--- src/rtl/pll_cfg_pkg.sv ---
package pll_cfg_pkg;

    localparam int NREG      = 4;
    localparam int MULT_W    = 5;
    localparam int DIV_W     = 2;
    localparam int KEY_W     = 8;
    localparam logic [KEY_W-1:0] KEY_FIRST  = 8'hAA;
    localparam logic [KEY_W-1:0] KEY_SECOND = 8'h55;

    // Status bit positions.
    localparam int ST_EN_BIT   = 8;
    localparam int ST_CON_BIT  = 9;
    localparam int ST_LOCK_BIT = 10;

    typedef enum logic [1:0] {
        REG_CTRL = 2'd0,
        REG_CFG  = 2'd1,
        REG_STAT = 2'd2,
        REG_KEY  = 2'd3
    } reg_idx_e;

    typedef struct packed {
        logic con;
        logic en;
    } ctrl_t;

    typedef struct packed {
        logic [DIV_W-1:0]  div;
        logic [MULT_W-1:0] mult;
    } cfg_t;

    typedef enum logic {
        KEY_IDLE  = 1'b0,
        KEY_ARMED = 1'b1
    } key_state_e;

    function automatic ctrl_t word_to_ctrl(input logic [31:0] w);
        ctrl_t c;
        c.en  = w[0];
        c.con = w[1];
        return c;
    endfunction

    function automatic cfg_t word_to_cfg(input logic [31:0] w);
        cfg_t c;
        c.mult = w[MULT_W-1:0];
        c.div  = w[MULT_W+DIV_W-1:MULT_W];
        return c;
    endfunction

    function automatic logic [31:0] ctrl_to_word(input ctrl_t c);
        logic [31:0] w;
        w    = '0;
        w[0] = c.en;
        w[1] = c.con;
        return w;
    endfunction

    function automatic logic [31:0] cfg_to_word(input cfg_t c);
        logic [31:0] w;
        w = '0;
        w[MULT_W+DIV_W-1:0] = c;
        return w;
    endfunction

    function automatic logic [31:0] status_word(input ctrl_t c, input cfg_t f,
                                                input logic lock);
        logic [31:0] w;
        w = cfg_to_word(f);
        w[ST_EN_BIT]   = c.en;
        w[ST_CON_BIT]  = c.con;
        w[ST_LOCK_BIT] = lock;
        return w;
    endfunction

endpackage

--- src/rtl/pll_bus_decode.sv ---
module pll_bus_decode
    import pll_cfg_pkg::*;
#(
    parameter int ADDR_W = 4
) (
    input  logic              bus_sel,
    input  logic              bus_wr,
    input  logic [ADDR_W-1:0] bus_addr,
    output reg_idx_e          idx,
    output logic [NREG-1:0]   wr_hit
);

    localparam int IDX_LO = 2;
    localparam int IDX_HI = IDX_LO + $clog2(NREG) - 1;

    assign idx = reg_idx_e'(bus_addr[IDX_HI:IDX_LO]);

    for (genvar g = 0; g < NREG; g++) begin : g_hit
        assign wr_hit[g] = bus_sel && bus_wr && (idx == reg_idx_e'(g));
    end

    logic unused_addr;
    assign unused_addr = ^{bus_addr[ADDR_W-1:IDX_HI], bus_addr[IDX_LO-1:0]};

endmodule

--- src/rtl/pll_key_seq.sv ---
module pll_key_seq
    import pll_cfg_pkg::*;
(
    input  logic             clk,
    input  logic             rst,
    input  logic             pdown,
    input  logic             access,
    input  logic             key_wr,
    input  logic [KEY_W-1:0] key,
    output logic             load
);

    key_state_e state_q, state_d;

    always_comb begin
        state_d = state_q;
        if (pdown) begin
            state_d = KEY_IDLE;
        end else if (access) begin
            state_d = (key_wr && key == KEY_FIRST) ? KEY_ARMED : KEY_IDLE;
        end
    end

    assign load = (state_q == KEY_ARMED) && access && key_wr &&
                  (key == KEY_SECOND) && !pdown;

    always_ff @(posedge clk) begin
        if (rst) state_q <= KEY_IDLE;
        else     state_q <= state_d;
    end

endmodule

--- src/rtl/pll_shadow_regs.sv ---
module pll_shadow_regs
    import pll_cfg_pkg::*;
(
    input  logic        clk,
    input  logic        rst,
    input  logic        pdown,
    input  logic        wr_ctrl,
    input  logic        wr_cfg,
    input  logic [31:0] wdata,
    input  logic        load,
    output ctrl_t       hold_ctrl,
    output cfg_t        hold_cfg,
    output ctrl_t       shd_ctrl,
    output cfg_t        shd_cfg
);

    always_ff @(posedge clk) begin
        if (rst) begin
            hold_ctrl <= '0;
            hold_cfg  <= '0;
        end else begin
            if (wr_ctrl) hold_ctrl <= word_to_ctrl(wdata);
            if (wr_cfg)  hold_cfg  <= word_to_cfg(wdata);
        end
    end

    always_ff @(posedge clk) begin
        if (rst) begin
            shd_ctrl <= '0;
            shd_cfg  <= '0;
        end else if (pdown) begin
            shd_ctrl <= '0;
        end else if (load) begin
            shd_ctrl <= hold_ctrl;
            shd_cfg  <= hold_cfg;
        end
    end

endmodule

--- src/rtl/pll_status_gen.sv ---
module pll_status_gen
    import pll_cfg_pkg::*;
(
    input  ctrl_t       shd_ctrl,
    input  cfg_t        shd_cfg,
    input  logic        lock_in,
    output logic        connect,
    output logic [31:0] status
);

    assign connect = shd_ctrl.en && shd_ctrl.con && lock_in;
    assign status  = status_word(shd_ctrl, shd_cfg, lock_in);

endmodule

--- src/rtl/pll_cfg_regs.sv ---
module pll_cfg_regs
    import pll_cfg_pkg::*;
#(
    parameter int ADDR_W = 4,
    parameter int DATA_W = 32
) (
    input  logic              clk,
    input  logic              rst,
    input  logic              pdown,
    input  logic              bus_sel,
    input  logic              bus_wr,
    input  logic [ADDR_W-1:0] bus_addr,
    input  logic [DATA_W-1:0] bus_wdata,
    output logic [DATA_W-1:0] bus_rdata,
    input  logic              lock_in,
    output logic              syn_enable,
    output logic              syn_connect,
    output logic [MULT_W-1:0] syn_mult_code,
    output logic [DIV_W-1:0]  syn_div_sel
);

    reg_idx_e        idx;
    logic [NREG-1:0] wr_hit;
    logic            load;
    ctrl_t           hold_ctrl, shd_ctrl;
    cfg_t            hold_cfg, shd_cfg;
    logic [31:0]     status;
    logic [31:0]     wdata32;

    assign wdata32 = 32'(bus_wdata);

    pll_bus_decode #(.ADDR_W(ADDR_W)) u_dec (
        .bus_sel  (bus_sel),
        .bus_wr   (bus_wr),
        .bus_addr (bus_addr),
        .idx      (idx),
        .wr_hit   (wr_hit)
    );

    pll_key_seq u_key (
        .clk    (clk),
        .rst    (rst),
        .pdown  (pdown),
        .access (bus_sel),
        .key_wr (wr_hit[REG_KEY]),
        .key    (wdata32[KEY_W-1:0]),
        .load   (load)
    );

    pll_shadow_regs u_shd (
        .clk       (clk),
        .rst       (rst),
        .pdown     (pdown),
        .wr_ctrl   (wr_hit[REG_CTRL]),
        .wr_cfg    (wr_hit[REG_CFG]),
        .wdata     (wdata32),
        .load      (load),
        .hold_ctrl (hold_ctrl),
        .hold_cfg  (hold_cfg),
        .shd_ctrl  (shd_ctrl),
        .shd_cfg   (shd_cfg)
    );

    pll_status_gen u_st (
        .shd_ctrl (shd_ctrl),
        .shd_cfg  (shd_cfg),
        .lock_in  (lock_in),
        .connect  (syn_connect),
        .status   (status)
    );

    always_comb begin
        logic [31:0] r;
        unique case (idx)
            REG_CTRL: r = ctrl_to_word(hold_ctrl);
            REG_CFG:  r = cfg_to_word(hold_cfg);
            REG_STAT: r = status;
            default:  r = '0;
        endcase
        bus_rdata = DATA_W'(r);
    end

    assign syn_enable    = shd_ctrl.en;
    assign syn_mult_code = shd_cfg.mult;
    assign syn_div_sel   = shd_cfg.div;

    // Status writes are decoded and deliberately dropped.
    logic unused_wr;
    assign unused_wr = wr_hit[REG_STAT] ^ (^wdata32[31:KEY_W]);

endmodule

--- config.mk ---
export PLATFORM = sky130hd
export DESIGN_NAME = pll_cfg_regs
export DESIGN_NICKNAME = d
export VERILOG_FILES = /design/src/rtl/pll_cfg_pkg.sv /design/src/rtl/pll_bus_decode.sv /design/src/rtl/pll_key_seq.sv /design/src/rtl/pll_shadow_regs.sv /design/src/rtl/pll_status_gen.sv /design/src/rtl/pll_cfg_regs.sv
export SDC_FILE = /design/constraint.sdc
export NUM_CORES = 1
export LEC_CHECK = 0
export BUFFER_PORTS_ARGS = -buffer_cell sky130_fd_sc_hd__clkbuf_2
export CORE_UTILIZATION = 40
export CTS_BUF_LIST = sky130_fd_sc_hd__clkbuf_16
export DETAILED_ROUTE_END_ITERATION = 8
export HOLD_SLACK_MARGIN = 0.02
export PLACE_DENSITY = 0.79
export SYNTH_ARGS = -nofsm -noshare
export SYNTH_HDL_FRONTEND = slang
export SYNTH_SLANG_ARGS = --single-unit
--- constraint.sdc ---
create_clock -name clk -period 2.8 [get_ports clk]
set_input_delay 0 -clock clk [delete_from_list [all_inputs] [get_ports clk]]
set_output_delay 0 -clock clk [all_outputs]
set_load 0.1 [all_outputs]
# Yosys cells after proc, flatten, opt, wreduce, memory -nomap -nowiden
# Cells that the tools add are included.
[classes]
bitwise = 1
n_reduce_logical = 15
n_eq_ne = 5
muxes = 2
[op_table]
columns = ["op", "count"]
rows = [
  ["11-bit one-hot mux with 3 select lines", 1],
  ["1-bit logical AND", 11],
  ["8-bit by 7-bit == test with 1-bit output (second input constant)", 1],
  ["8-bit == test (second input constant)", 1],
  ["2-bit == test (second input constant)", 2],
  ["2-bit by 1-bit == test with 1-bit output (second input constant)", 1],
  ["2-bit zero test", 1],
  ["2-bit AND reduction", 1],
  ["2-bit OR reduction", 1],
  ["1-bit zero test", 1],
  ["1-bit 2-to-1 mux", 1],
  ["1-bit NOT", 1],
]
[word_totals]
elab_cells = 32
reg_bits = 19
in_bits = 42
output_inout_bits = 41

# Longest topological paths before layout
# Gate-level depths: netlist of the first run.
[depth]
depth_word = 6
mapped_depth = 5
mapped_depth_nobuf = 3

# Modules after synthesis
# From an unflattened synthesis of the first run, not the netlist that was laid out.
[unflattened]
cells_unflattened = 156
hier_area_um2 = 1451.4
[by_module_without_submodules]
columns = ["mod", "area_per_inst_um2", "cells_each", "n_inst", "seq_area_each_um2"]
rows = [
  ["pll_shadow_regs", 732.0, 66, 1, 360.3],
  ["pll_cfg_regs", 302.8, 40, 1, 0.0],
  ["pll_status_gen", 250.2, 34, 1, 0.0],
  ["pll_key_seq", 106.4, 10, 1, 20.0],
  ["pll_bus_decode", 60.1, 6, 1, 0.0],
]

# Worst setup path after synthesis of the first run
# OpenSTA, ideal clock, no wires.
[synth_path]
path_kind = "reg2out"
start = "register, netlist name u_shd.shd_cfg[0]"
end = "output port bus_rdata[0]"
n_path_buf = 0
arrival_ns = 2.006
slack_ns = 0.794
stages_incl_launch_ff = 3
t_required_ns = 2.800
path_cell_list = "dfxtp_1 -> nand2_1 -> o21ai_1"
[synth_via]
elab_chain_len = 1
[synth_rtl]
columns = ["item", "line", "text"]
rows = [
  ["11-bit one-hot mux with 3 select lines", "pll_cfg_regs.sv:74", "unique case (idx)"],
  ["end, declared", "pll_cfg_regs.sv:14", "output logic [DATA_W-1:0] bus_rdata,"],
]
# Every way passes these cells.

# Worst setup path after layout of the first run
[layout_path]
start = "input port bus_wdata[5]"
end = "register, netlist name u_shd.shd_cfg[0]"
[layout_via]
elab_chain_len = 4
[layout_rtl]
columns = ["item", "line", "text"]
rows = [
  ["start, declared", "pll_cfg_regs.sv:13", "input logic [DATA_W-1:0] bus_wdata,"],
  ["8-bit by 7-bit == test with 1-bit output", "pll_key_seq.sv:25", "(key == KEY_SECOND) && !pdown;"],
  ["1-bit logical AND", "pll_key_seq.sv:24", "assign load = (state_q == KEY_ARMED) && access && key_wr &&"],
  ["1-bit logical AND", "pll_key_seq.sv:25", ""],
  ["2-bit AND reduction (no source line)", "--", ""],
]
# Every way passes these cells.
# A chain may end at the register's enable or synchronous reset.

==> reports/qor_table.md, run 1 <==
| Stage | Quantity | This run |
|:---|:---|:---|
| outcome | Result of the run | complete, no violations |
| timing | Maximum clock skew at final layout | 1.820 ps |
| cts | Inserted Clock Buffers | 3 |
| worst hold path | Cells on Worst Hold Path | 3 |
| cts | CTS sink count | 19 |
| yosys | Synthesized area per cell | 9.257 µm² |
| cts | H-tree level count | 1 |
| worst hold path | Hold path startpoint | bus_wdata[0] |
| worst hold path | Hold-critical path endpoint | u_shd.hold_cfg[0]$_SDFFE_PP0P_ |
| power | Total power divided by cell area | 561.8 mW/mm² |
| cts | Clock Tree Root | clkbuf_16 |
| critical path | Chain of cells forming the critical path | dlygate4sd3_1 -> clkbuf_2 -> or4b_1 -> nor4_2 -> buf_4 -> mux2i_1 |
| critical path | Critical path buffers and inverters | 3 |
| power | P_leak | 0.6401 nW |
| yosys | Synthesized instance count | 123 |
| drt | DRT Pass-1 Iters | 4 |
| timing | Number of setup violations in the final report | 0 |
| cells and area | Commonest cells after routing, fill and taps aside | clkbuf_2 (34), conb_1 (22), mux2i_1 (20), dfxtp_1 (19), nand2b_1 (14) |
| placed design | Placed Area | 0.001230 mm² |
| critical path | WS Path Type | in -> reg |
| cells and area | Final #Nets | 202 |
| cells and area | Filler cells | 240 |
| critical path | Critical-path maximum fanout | 9 |
| cells and area | Final standard cell utilization of the core | 52.08% |
| global route | Number of antenna violations at the first check in global routing | 0 |
| die | Height of the die | 55.35 µm |
| yosys | Leading post-synthesis cells by cell area | dfxtp_1 (33%), mux2i_1 (18%), buf_4 (15%) |
| timing | Worst hold margin | 54.76 ps |
| yosys | Netlist Area Pre-Place | 0.001139 mm² |
| yosys | Cell type with the highest aggregate area in the netlist | dfxtp_1 |
| power | Total power after layout | 0.0007578 W |
| placed design | Detailed placer's ending HPWL | 1751 µm |
| global route | Vias in the first global route | 935 |
| cts | Clock transition at the registers of the reported paths | 50 ps |
| yosys | YS warnings | 0 |
| critical path | CP peak stage delay | 570 ps |
| cts | Skew-Pair Late Insertion Delay | 250 ps |
| timing | Number of failing hold endpoints at the final stage | 0 |
| cells and area | Antenna diodes | 0 |
| worst hold path | Class of the worst hold path | in -> reg |
| critical path | Depth of the worst register-to-register path | 4 |
| timing | Post-route fraction of the period consumed by the critical path | 64.80% |
| critical path | Launch instance of the worst register-to-register path | u_key.state_q$_SDFFE_PP0P_ |
| drt | Total wirelength of the detailed-routed design | 2321 µm |
| drt | Antenna violation net count after detailed routing | 0 |
| yosys | Fraction of post-synthesis cell area in the top cell type by area | 33.41% |
| global route | GRT Residual Overflow | 0 |
| drt | Mean number of vias per cell | 4.899 |
| run | Max-Cap Viols | 0 |
| global route | Largest net degree at the start of global routing | 25 |
| critical path | Reg2Reg Capture Point | u_shd.shd_cfg[0]$_SDFFE_PP0P_ |
| drt | Via count | 926 |
| cells and area | Post-route cell area | 0.001349 mm² |
| cells and area | Most frequent standard cell in the layout excluding fill and tap cells | clkbuf_2 |
| yosys | Number of distinct library cells after synthesis | 22 |
| power | Maximum vdd ir drop | 0.5042 mV |
| die | Core Footprint | 0.002590 mm² |
| timing | Peak Freq | 551.2 MHz |
| global route | Total GRT Usage | 15.80% |
| timing | Unrepaired setup endpoints after global routing | false |
| critical path | Crit path capture type | flop |
| die | Horizontal die dimension | 55.35 µm |
| die | Initial standard-cell utilization of the core | 43.96% |
| cells and area | Share of post-route cells with drive strength above 1 | 25.16% |
| timing | Min cycle time layout | 1814 ps |
| timing | Sum of negative setup slack | 0 ps |
| drt | DRC errors left | 0 |
| drt | Starting DRC count in detailed routing | 24 |
| yosys | Portion of the post-synthesis area used by sequential elements | 33.41% |
| die | Row count | 18 |
| critical path | Master of the slowest instance on the critical path | or4b_1 |
| critical path | Worst Path Required | 2980 ps |
| die | Die ar. | 0.003064 mm² |
| placed design | Number of buffers inserted by port buffering | 34 |
| timing | Pin slew with the least headroom to its limit | 608.8 ps |
| cells and area | Synthesis-to-finish area growth | 18.46% |
| cts | TritonCTS clock tree | built |
| yosys | FF+latch count, synth | 19 |
| global route | Global-route wire length before repair | 3905 µm |
| critical path | Launching element type of the critical path | primary input |
| drt | Mean routed wirelength per cell | 12.28 µm |
| critical path | Crit path DAT | 1990 ps |
| cts | CTS resizes | 0 |
| cts | Number of buffers between clock root and the deepest sink | 2 |
| cts | Cts hold-fix bufs | 4 |
| timing | Max Slew Vio Count | 0 |
| critical path | Worst reg2reg setup slack | 1220 ps |
| placed design | Global placement routability congestion | 0.7685 |
| critical path | Worst path top cell family by delay | buffers and inverters |
| timing | Slew margin rel. | 59.33% |
| cts | Number of buffers added for setup after CTS | 0 |
| die | Number of top-level design ports | 83 |
==> stage by stage <==
| stage | worst slack (ps) | cells |
|---|---|---|
| finish | 985.7 | 189 |
| global route | 945.8 | 189 |
| CTS | 998.9 | 189 |
| detailed placement | 1253 | 181 |
| global placement | 1374 | 181 |
| floorplan | 793.9 | 144 |
==> Yosys cell counts, drive strengths merged <==
cell    count
dfxtp      19
nand4       1
conb        1
inv         1
nand4b      1
o32ai       1
a22o        5
and4bb      1
nand2b     14
or4bb       3
clkbuf      4
nor4        1
nand2       7
buf        24
o21ai       2
and3        1
and2        4
nor2b       2
or4b        1
mux2i      20
nor2       10
==> sequential cells by signal, summed over array words and instances, names as in the netlist <==
name	count
u_shd.shd_cfg	7
u_key.state_q	1
u_shd.hold_cfg	7
u_shd.hold_ctrl	2
u_shd.shd_ctrl	2
==> worst max path at each step <==
stage,from,to,slack [ps],depth (start not counted)
floorplan,u_shd.shd_cfg[0]$_SDFFE_PP0P_,bus_rdata[0],790,2
global placement,u_key.state_q$_SDFFE_PP0P_,u_shd.shd_ctrl[0]$_SDFFE_PP0P_,1370,4
detailed placement,u_key.state_q$_SDFFE_PP0P_,u_shd.shd_cfg[0]$_SDFFE_PP0P_,1250,4
CTS,bus_wdata[5],u_shd.shd_cfg[0]$_SDFFE_PP0P_,1000,6
global route,bus_wdata[5],u_shd.shd_ctrl[1]$_SDFFE_PP0P_,950,6
finish,bus_wdata[5],u_shd.shd_cfg[0]$_SDFFE_PP0P_,990,6
==> where the power goes <==
part	internal (W)	switching [W]	total (W)
clock	0.000190	0.000105	0.000295
sequential	0.000273	0.00000228	0.000276
combinational	0.0000240	0.000163	0.000187
==> metal layers <==
layer | share of wire [%] | GRT usage (%)
met1 | 40 | 16.57
met3 | 4.4 | 3.513
met5 | 0 | 0
met2 | 54 | 30.29
met4 | 1.0 | 5.714
==> layout make-up <==
cell class                      instances  area [µm²]  area share (%)
Inverter                                1       3.754          0.2783
Clock inverter                          1       3.754          0.2783
Tap cell                               30       37.54           2.783
Sequential cell                        19       380.4           28.20
Timing Repair Buffer                   39       217.7           16.14
Clock buffer                            3       75.07           5.566
Multi-Input combinational cell         96       630.6           46.75
==> cell families (layout without fill, tap and decap cells) <==
family	after synthesis	count (layout)	synth area share, %
and+or+nand+nor	46	46	25.05
buffers and inverters	29	44	18.13
muxes	20	20	17.58
DFF	19	19	33.41
AOI/OAI and AO/OA	8	8	5.495
other	1	22	0.3294
==> worst min-delay path, cell delays in order <==
cell,delay (ps)
clkbuf_2,120
mux2i_1,70
nor2_1,80
No activity file was read; power rests on OpenSTA's default activity.
==> inputs of run 2 (changes only) <==
Clock period 2.8 ns to 1.74 ns, I/O delays scaled along.
==> reports/qor_table.md, run 2 (synthesized netlist as in run 1, its figures left out) <==
| Stage | Quantity | This run |
|:---|:---|:---|
| cells and area | Antenna diodes | 0 |
| drt | Starting DRC count in detailed routing | 23 |
| cells and area | Filler cells | 240 |
| drt | Mean routed wirelength per cell | 13.05 µm |
| timing | Slew margin rel. | 63.05% |
| die | Die ar. | 0.003064 mm² |
| cts | H-tree level count | 1 |
| power | Comb pwr share | 24.8% |
| timing | Max Slew Vio Count | 0 |
| power | P_leak | 0.6634 nW |
| drt | Met2 routed WL | 1312 µm |
| cells and area | Area taken by flip-flops and latches | 381.6 µm² |
| power | Flop pwr share | 36.4% |
| drt | DRC errors left | 0 |
| power | Part of the total power dissipated in the clock network | 38.8% |
| power | Total power divided by cell area | 878.5 mW/mm² |
| die | Number of top-level design ports | 83 |
| cts | Clock transition at the registers of the reported paths | 60 ps |
| drt | Routed wl met3 | 112 µm |
| drt | Antenna violation net count after detailed routing | 0 |
| critical path | Worst Path Required | 1920 ps |
| critical path | Crit path capture type | flop |
| outcome | Result of the run | complete, no violations |
| worst hold path | Class of the worst hold path | in -> reg |
| timing | Number of setup violations in the final report | 0 |
| critical path | Crit path DAT | 1820 ps |
| cells and area | Regs by FF count | u_shd.hold_cfg (7), u_shd.shd_cfg (7) |
| critical path | CP peak stage delay | 530 ps |
| drt | DRT Pass-1 Iters | 4 |
| cts | TritonCTS clock tree | built |
| timing | Unrepaired setup endpoints after global routing | false |
| drt | Uppermost layer routed | met4 |
| cells and area | Synthesis-to-finish area growth | 21.76% |
| timing | Worst hold margin | 19.45 ps |
| cts | Number of buffers between clock root and the deepest sink | 2 |
| die | Height of the die | 55.35 µm |
| die | Row count | 18 |
| timing | Maximum clock skew at final layout | 3.413 ps |
| drt | Total wirelength of the detailed-routed design | 2453 µm |
| cts | Clock Tree Root | clkbuf_16 |
| placed design | Detailed placer's ending HPWL | 1820 µm |
| cells and area | Most frequent standard cell in the layout excluding fill and tap cells | clkbuf_2 |
| cts | Inserted Clock Buffers | 3 |
| global route | Global-route wire length before repair | 3953 µm |
| power | Net switching component of the power | 0.0004333 W |
| cts | Skew-Pair Late Insertion Delay | 250 ps |
| global route | Vias in the first global route | 859 |
| power | Internal Dissipation | 0.0007846 W |
| critical path | Launching element type of the critical path | flop |
| die | Horizontal die dimension | 55.35 µm |
| placed design | Global placement routability congestion | 0.7903 |
| power | Maximum vdd ir drop | 0.7007 mV |
| timing | Min cycle time layout | 1639 ps |
| cells and area | Share of post-route cells with drive strength above 1 | 34.18% |
| die | Core Footprint | 0.002590 mm² |
| global route | Total GRT Usage | 16.22% |
| drt | Mean number of vias per cell | 4.819 |
| critical path | Master of the slowest instance on the critical path | or4bb_4 |
| run | Max-Cap Viols | 0 |
| power | Sw Share | 35.57% |
| cts | CTS sink count | 19 |
| die | Initial standard-cell utilization of the core | 43.96% |
| timing | Pin slew with the least headroom to its limit | 551.4 ps |
| drt | Via count | 906 |
| drt | Wl on met1 | 1017 µm |
| global route | Largest net degree at the start of global routing | 25 |
| placed design | Number of buffers inserted by port buffering | 34 |
| timing | Post-route fraction of the period consumed by the critical path | 94.17% |
| critical path | WS Path Type | reg -> reg |
| timing | Sum of negative setup slack | 0 ps |
| critical path | Chain of cells forming the critical path | or4bb_4 -> nor4_4 -> buf_4 -> mux2i_1 |
| cells and area | Final #Nets | 201 |
| cells and area | Commonest cells after routing, fill and taps aside | clkbuf_2 (27), conb_1 (22), mux2i_1 (20), dfxtp_1 (18), nand2b_1 (14) |
| timing | Number of failing hold endpoints at the final stage | 0 |
| timing | Peak Freq | 610.3 MHz |
| global route | Number of antenna violations at the first check in global routing | 0 |
| cells and area | Footprint of the multi-input gates | 659.4 µm² |
| critical path | Critical-path maximum fanout | 4 |
| global route | GRT Residual Overflow | 0 |
run 2: cell types whose count changed in the layout (fill, tap and decap cells not counted), moves of 2 or more:
cell,delta
a22o_1,-5
a22o_2,+5
clkbuf_2,-7
buf_4,+8
o21ai_1,-2
dlygate4sd3_1,-3
o21ai_2,+2
run 2: critical path: cells and delay by family, from the launching register on:
family                 cells  cell delay (ps)
AND/OR/NAND/NOR            2              860
flip-flops                 1              330
buffers and inverters      1              210
multiplexers               1              170
run 2: power by group through the flow:
| stage | clock network, W | registers [W] | logic [W] |
|---|---|---|---|
| 5_1_grt | 0.000491 | 0.000444 | 0.000312 |
| 3_3_place_gp | 0 | 0.000453 | 0.000293 |
| 6_report | 0.000472 | 0.000444 | 0.000302 |
| 2_1_floorplan | 0 | 0.000452 | 0.000302 |
| 4_1_cts | 0.000473 | 0.000444 | 0.000300 |
| 3_5_place_dp | 0 | 0.000453 | 0.000298 |
run 2: cell type report:
cell class	count	area share, %
inverter	1	0.2708
clock inverter	1	0.3610
clock buffer	3	5.415
sequential	19	27.53
tap	30	2.708
timing repair buffer	38	16.16
multi-input combinational	96	47.56
run 2: worst paths after layout:
check | slack, ps | startpoint | to | cells after the start
min reg2reg | 470 | u_shd.shd_ctrl[1]$_SDFFE_PP0P_ | u_shd.shd_ctrl[1]$_SDFFE_PP0P_ | 2
max | 100 | u_key.state_q$_SDFFE_PP0P_ | u_shd.shd_cfg[2]$_SDFFE_PP0P_ | 4
max reg2reg | 100 | u_key.state_q$_SDFFE_PP0P_ | u_shd.shd_cfg[2]$_SDFFE_PP0P_ | 4
min | 20 | bus_wdata[5] | u_shd.hold_cfg[5]$_SDFFE_PP0P_ | 3
run 2: what timing repair did:
item,CTS,global route
setup endpoints to repair,0,1
hold buffers,1,0
endpoints found under the hold margin,1,0
resized for setup,0,8
setup buffers,0,0
run 2: through the flow:
stage          power [W]  utilization [%]  setup slack (ps)  cells  area (µm²)
2_1_floorplan  0.0007533                -             103.1    144        1234
3_3_place_gp   0.0007458            49.08             312.6    182        1271
3_5_place_dp   0.0007506            49.08             229.0    182        1271
4_1_cts         0.001217            52.56             103.7    187        1361
5_1_grt         0.001247            53.53             17.05    188        1386
6_report        0.001218            53.53             101.4    188        1386
run 2: metal layers:
| metal | vias to the layer above | GRT usage, % |
|---|---|---|
| met1 | 421 | 17.97 |
| li1 | 444 | - |
| met5 | - | 0 |
| met2 | 39 | 29.78 |
| met3 | 2 | 2.576 |
| met4 | 0 | 7.857 |
==> inputs of run 3 (changes only) <==
Clock period 1.74 ns to 1.7 ns, I/O delays scaled along.
==> reports/qor_table.md, run 3 (synthesized netlist as in run 1, its figures left out) <==
| Stage | Quantity | This run |
|:---|:---|:---|
| global route | Vias in the first global route | 863 |
| placed design | Placed Area | 0.001279 mm² |
| timing | Maximum clock skew at final layout | 0.9595 ps |
| cts | Number of buffers added for setup after CTS | 0 |
| timing | Min cycle time layout | 1528 ps |
| cells and area | Regs by FF count | u_shd.hold_cfg (7), u_shd.shd_cfg (7) |
| placed design | Global placement routability congestion | 0.7697 |
| power | Sw Share | 34.67% |
| critical path | Worst reg2reg setup slack | 170 ps |
| power | Net switching component of the power | 0.0004242 W |
| cts | CTS resizes | 0 |
| timing | Number of failing hold endpoints at the final stage | 0 |
| timing | Slew margin rel. | 63.30% |
| outcome | Result of the run | complete, no violations |
| cts | Number of buffers between clock root and the deepest sink | 2 |
| timing | Pin slew with the least headroom to its limit | 547.6 ps |
| power | P_leak | 0.6435 nW |
| die | Height of the die | 55.35 µm |
| placed design | Number of buffers inserted by port buffering | 34 |
| global route | Total GRT Usage | 14.95% |
| cts | Cts hold-fix bufs | 0 |
| critical path | Launch instance of the worst register-to-register path | u_key.state_q$_SDFFE_PP0P_ |
| critical path | Crit path capture type | flop |
| cells and area | Final standard cell utilization of the core | 52.42% |
| placed design | Detailed placer's ending HPWL | 1777 µm |
| critical path | Crit path DAT | 1700 ps |
| die | Initial standard-cell utilization of the core | 43.96% |
| critical path | Chain of cells forming the critical path | or4bb_1 -> nor4_2 -> buf_4 -> mux2i_1 |
| timing | Max Slew Vio Count | 0 |
| timing | Unrepaired setup endpoints after global routing | false |
| global route | GRT Residual Overflow | 0 |
| critical path | WS Path Type | reg -> reg |
| drt | DRC errors left | 0 |
| timing | Sum of negative setup slack | 0 ps |
| cts | CTS sink count | 19 |
| cells and area | Most frequent standard cell in the layout excluding fill and tap cells | clkbuf_2 |
| drt | DRT Pass-1 Iters | 4 |
| critical path | Critical path buffers and inverters | 1 |
| power | Part of the total power dissipated in the clock network | 37.9% |
| critical path | Worst path top cell family by delay | simple AND/OR/NAND/NOR gates |
| power | Comb pwr share | 25.0% |
| drt | Mean number of vias per cell | 4.855 |
| critical path | Reg2Reg Capture Point | u_shd.shd_ctrl[1]$_SDFFE_PP0P_ |
| cts | Clock Tree Root | clkbuf_16 |
| drt | Starting DRC count in detailed routing | 13 |
| global route | Global-route wire length before repair | 3822 µm |
| global route | Number of antenna violations at the first check in global routing | 0 |
| die | Core Footprint | 0.002590 mm² |
| power | Flop pwr share | 37.1% |
| worst hold path | Cells on Worst Hold Path | 3 |
| cts | Clock transition at the registers of the reported paths | 50 ps |
| power | Total power divided by cell area | 901.2 mW/mm² |
| cells and area | Commonest cells after routing, fill and taps aside | clkbuf_2 (24), conb_1 (22), mux2i_1 (20), dfxtp_1 (19), nand2b_1 (14) |
| critical path | Master of the slowest instance on the critical path | or4bb_1 |
| timing | Peak Freq | 654.3 MHz |
| drt | Total wirelength of the detailed-routed design | 2205 µm |
| die | Row count | 18 |
| timing | Post-route fraction of the period consumed by the critical path | 89.90% |
| critical path | Launching element type of the critical path | flop |
| timing | Number of setup violations in the final report | 0 |
| run | Max-Cap Viols | 0 |
| power | Maximum vdd ir drop | 0.8245 mV |
| cells and area | Share of post-route cells with drive strength above 1 | 32.05% |
| cts | Skew-Pair Late Insertion Delay | 240 ps |
| die | Die ar. | 0.003064 mm² |
| die | Horizontal die dimension | 55.35 µm |
| drt | Antenna violation net count after detailed routing | 0 |
| cells and area | Final #Nets | 199 |
| critical path | Worst Path Required | 1870 ps |
| cells and area | Post-route cell area | 0.001358 mm² |
| cells and area | Antenna diodes | 0 |
| global route | Largest net degree at the start of global routing | 25 |
| critical path | Depth of the worst register-to-register path | 4 |
| worst hold path | Hold-critical path endpoint | u_shd.hold_cfg[5]$_SDFFE_PP0P_ |
| die | Number of top-level design ports | 83 |
| cts | Inserted Clock Buffers | 3 |
| worst hold path | Hold path startpoint | bus_wdata[5] |
| drt | Via count | 903 |
| worst hold path | Class of the worst hold path | in -> reg |
| cells and area | Synthesis-to-finish area growth | 19.23% |
| timing | Worst hold margin | 30.65 ps |
| power | Internal Dissipation | 0.0007992 W |
| critical path | Critical-path maximum fanout | 9 |
| drt | Mean routed wirelength per cell | 11.85 µm |
| cts | TritonCTS clock tree | built |
| critical path | CP peak stage delay | 510 ps |
| cts | H-tree level count | 1 |
-- run 3: changes by cell type in the layout (fill, tap and decap cells not counted), sizes merged --
cell,change
inv,+1
clkbuf,-3
dlygate4sd3,-1
buf,+2
clkinv,-1
-- run 3: worst max path at each step --
stage | from | to | slack (ps) | cells past startpoint
3_3_place_gp | u_key.state_q$_SDFFE_PP0P_ | u_shd.shd_ctrl[0]$_SDFFE_PP0P_ | 270 | 4
2_1_floorplan | u_shd.shd_ctrl[0]$_SDFFE_PP0P_ | syn_connect | 60 | 1
5_1_grt | u_key.state_q$_SDFFE_PP0P_ | u_shd.shd_ctrl[1]$_SDFFE_PP0P_ | 50 | 4
6_report | u_key.state_q$_SDFFE_PP0P_ | u_shd.shd_ctrl[1]$_SDFFE_PP0P_ | 170 | 4
4_1_cts | u_key.state_q$_SDFFE_PP0P_ | u_shd.shd_ctrl[1]$_SDFFE_PP0P_ | 150 | 4
3_5_place_dp | u_key.state_q$_SDFFE_PP0P_ | u_shd.shd_ctrl[0]$_SDFFE_PP0P_ | 190 | 4
-- run 3: power groups by stage --
stage	registers [W]	logic [W]	clock network (W)
floorplan	0.000462	0.000309	0
global placement	0.000463	0.000301	0
detailed placement	0.000464	0.000306	0
CTS	0.000454	0.000306	0.000465
global route	0.000454	0.000316	0.000490
finish	0.000454	0.000306	0.000463
-- run 3: metal layers --
layer  wire (µm)  track usage [%]  up-vias
met4          29            6.429        0
met3          83            1.405        5
met2        1177            27.19       33
li1            -                -      440
met5           0                0        -
met1         915            17.71      425
-- run 3: area by class of cell --
cell class	instances	area, µm²
fill	238	1232
clock buffer	3	75.07
tap	30	37.54
clock inverter	1	3.754
inverter	1	3.754
timing repair buffer	36	210.2
multi-input combinational	96	646.9
sequential	19	380.4
-- run 3: worst min-delay path: stages --
cell and delay, ps:
clkbuf_2 100, mux2i_1 60, nor2_1 80
-- run 3: per-stage QoR --
stage / std cells / power, W / setup slack [ps]
finish: 186 / 0.001223 / 171.7
global route: 186 / 0.001261 / 49.77
CTS: 186 / 0.001225 / 154.5
detailed placement: 182 / 0.0007692 / 187.7
global placement: 182 / 0.0007641 / 274.4
floorplan: 144 / 0.0007710 / 63.08
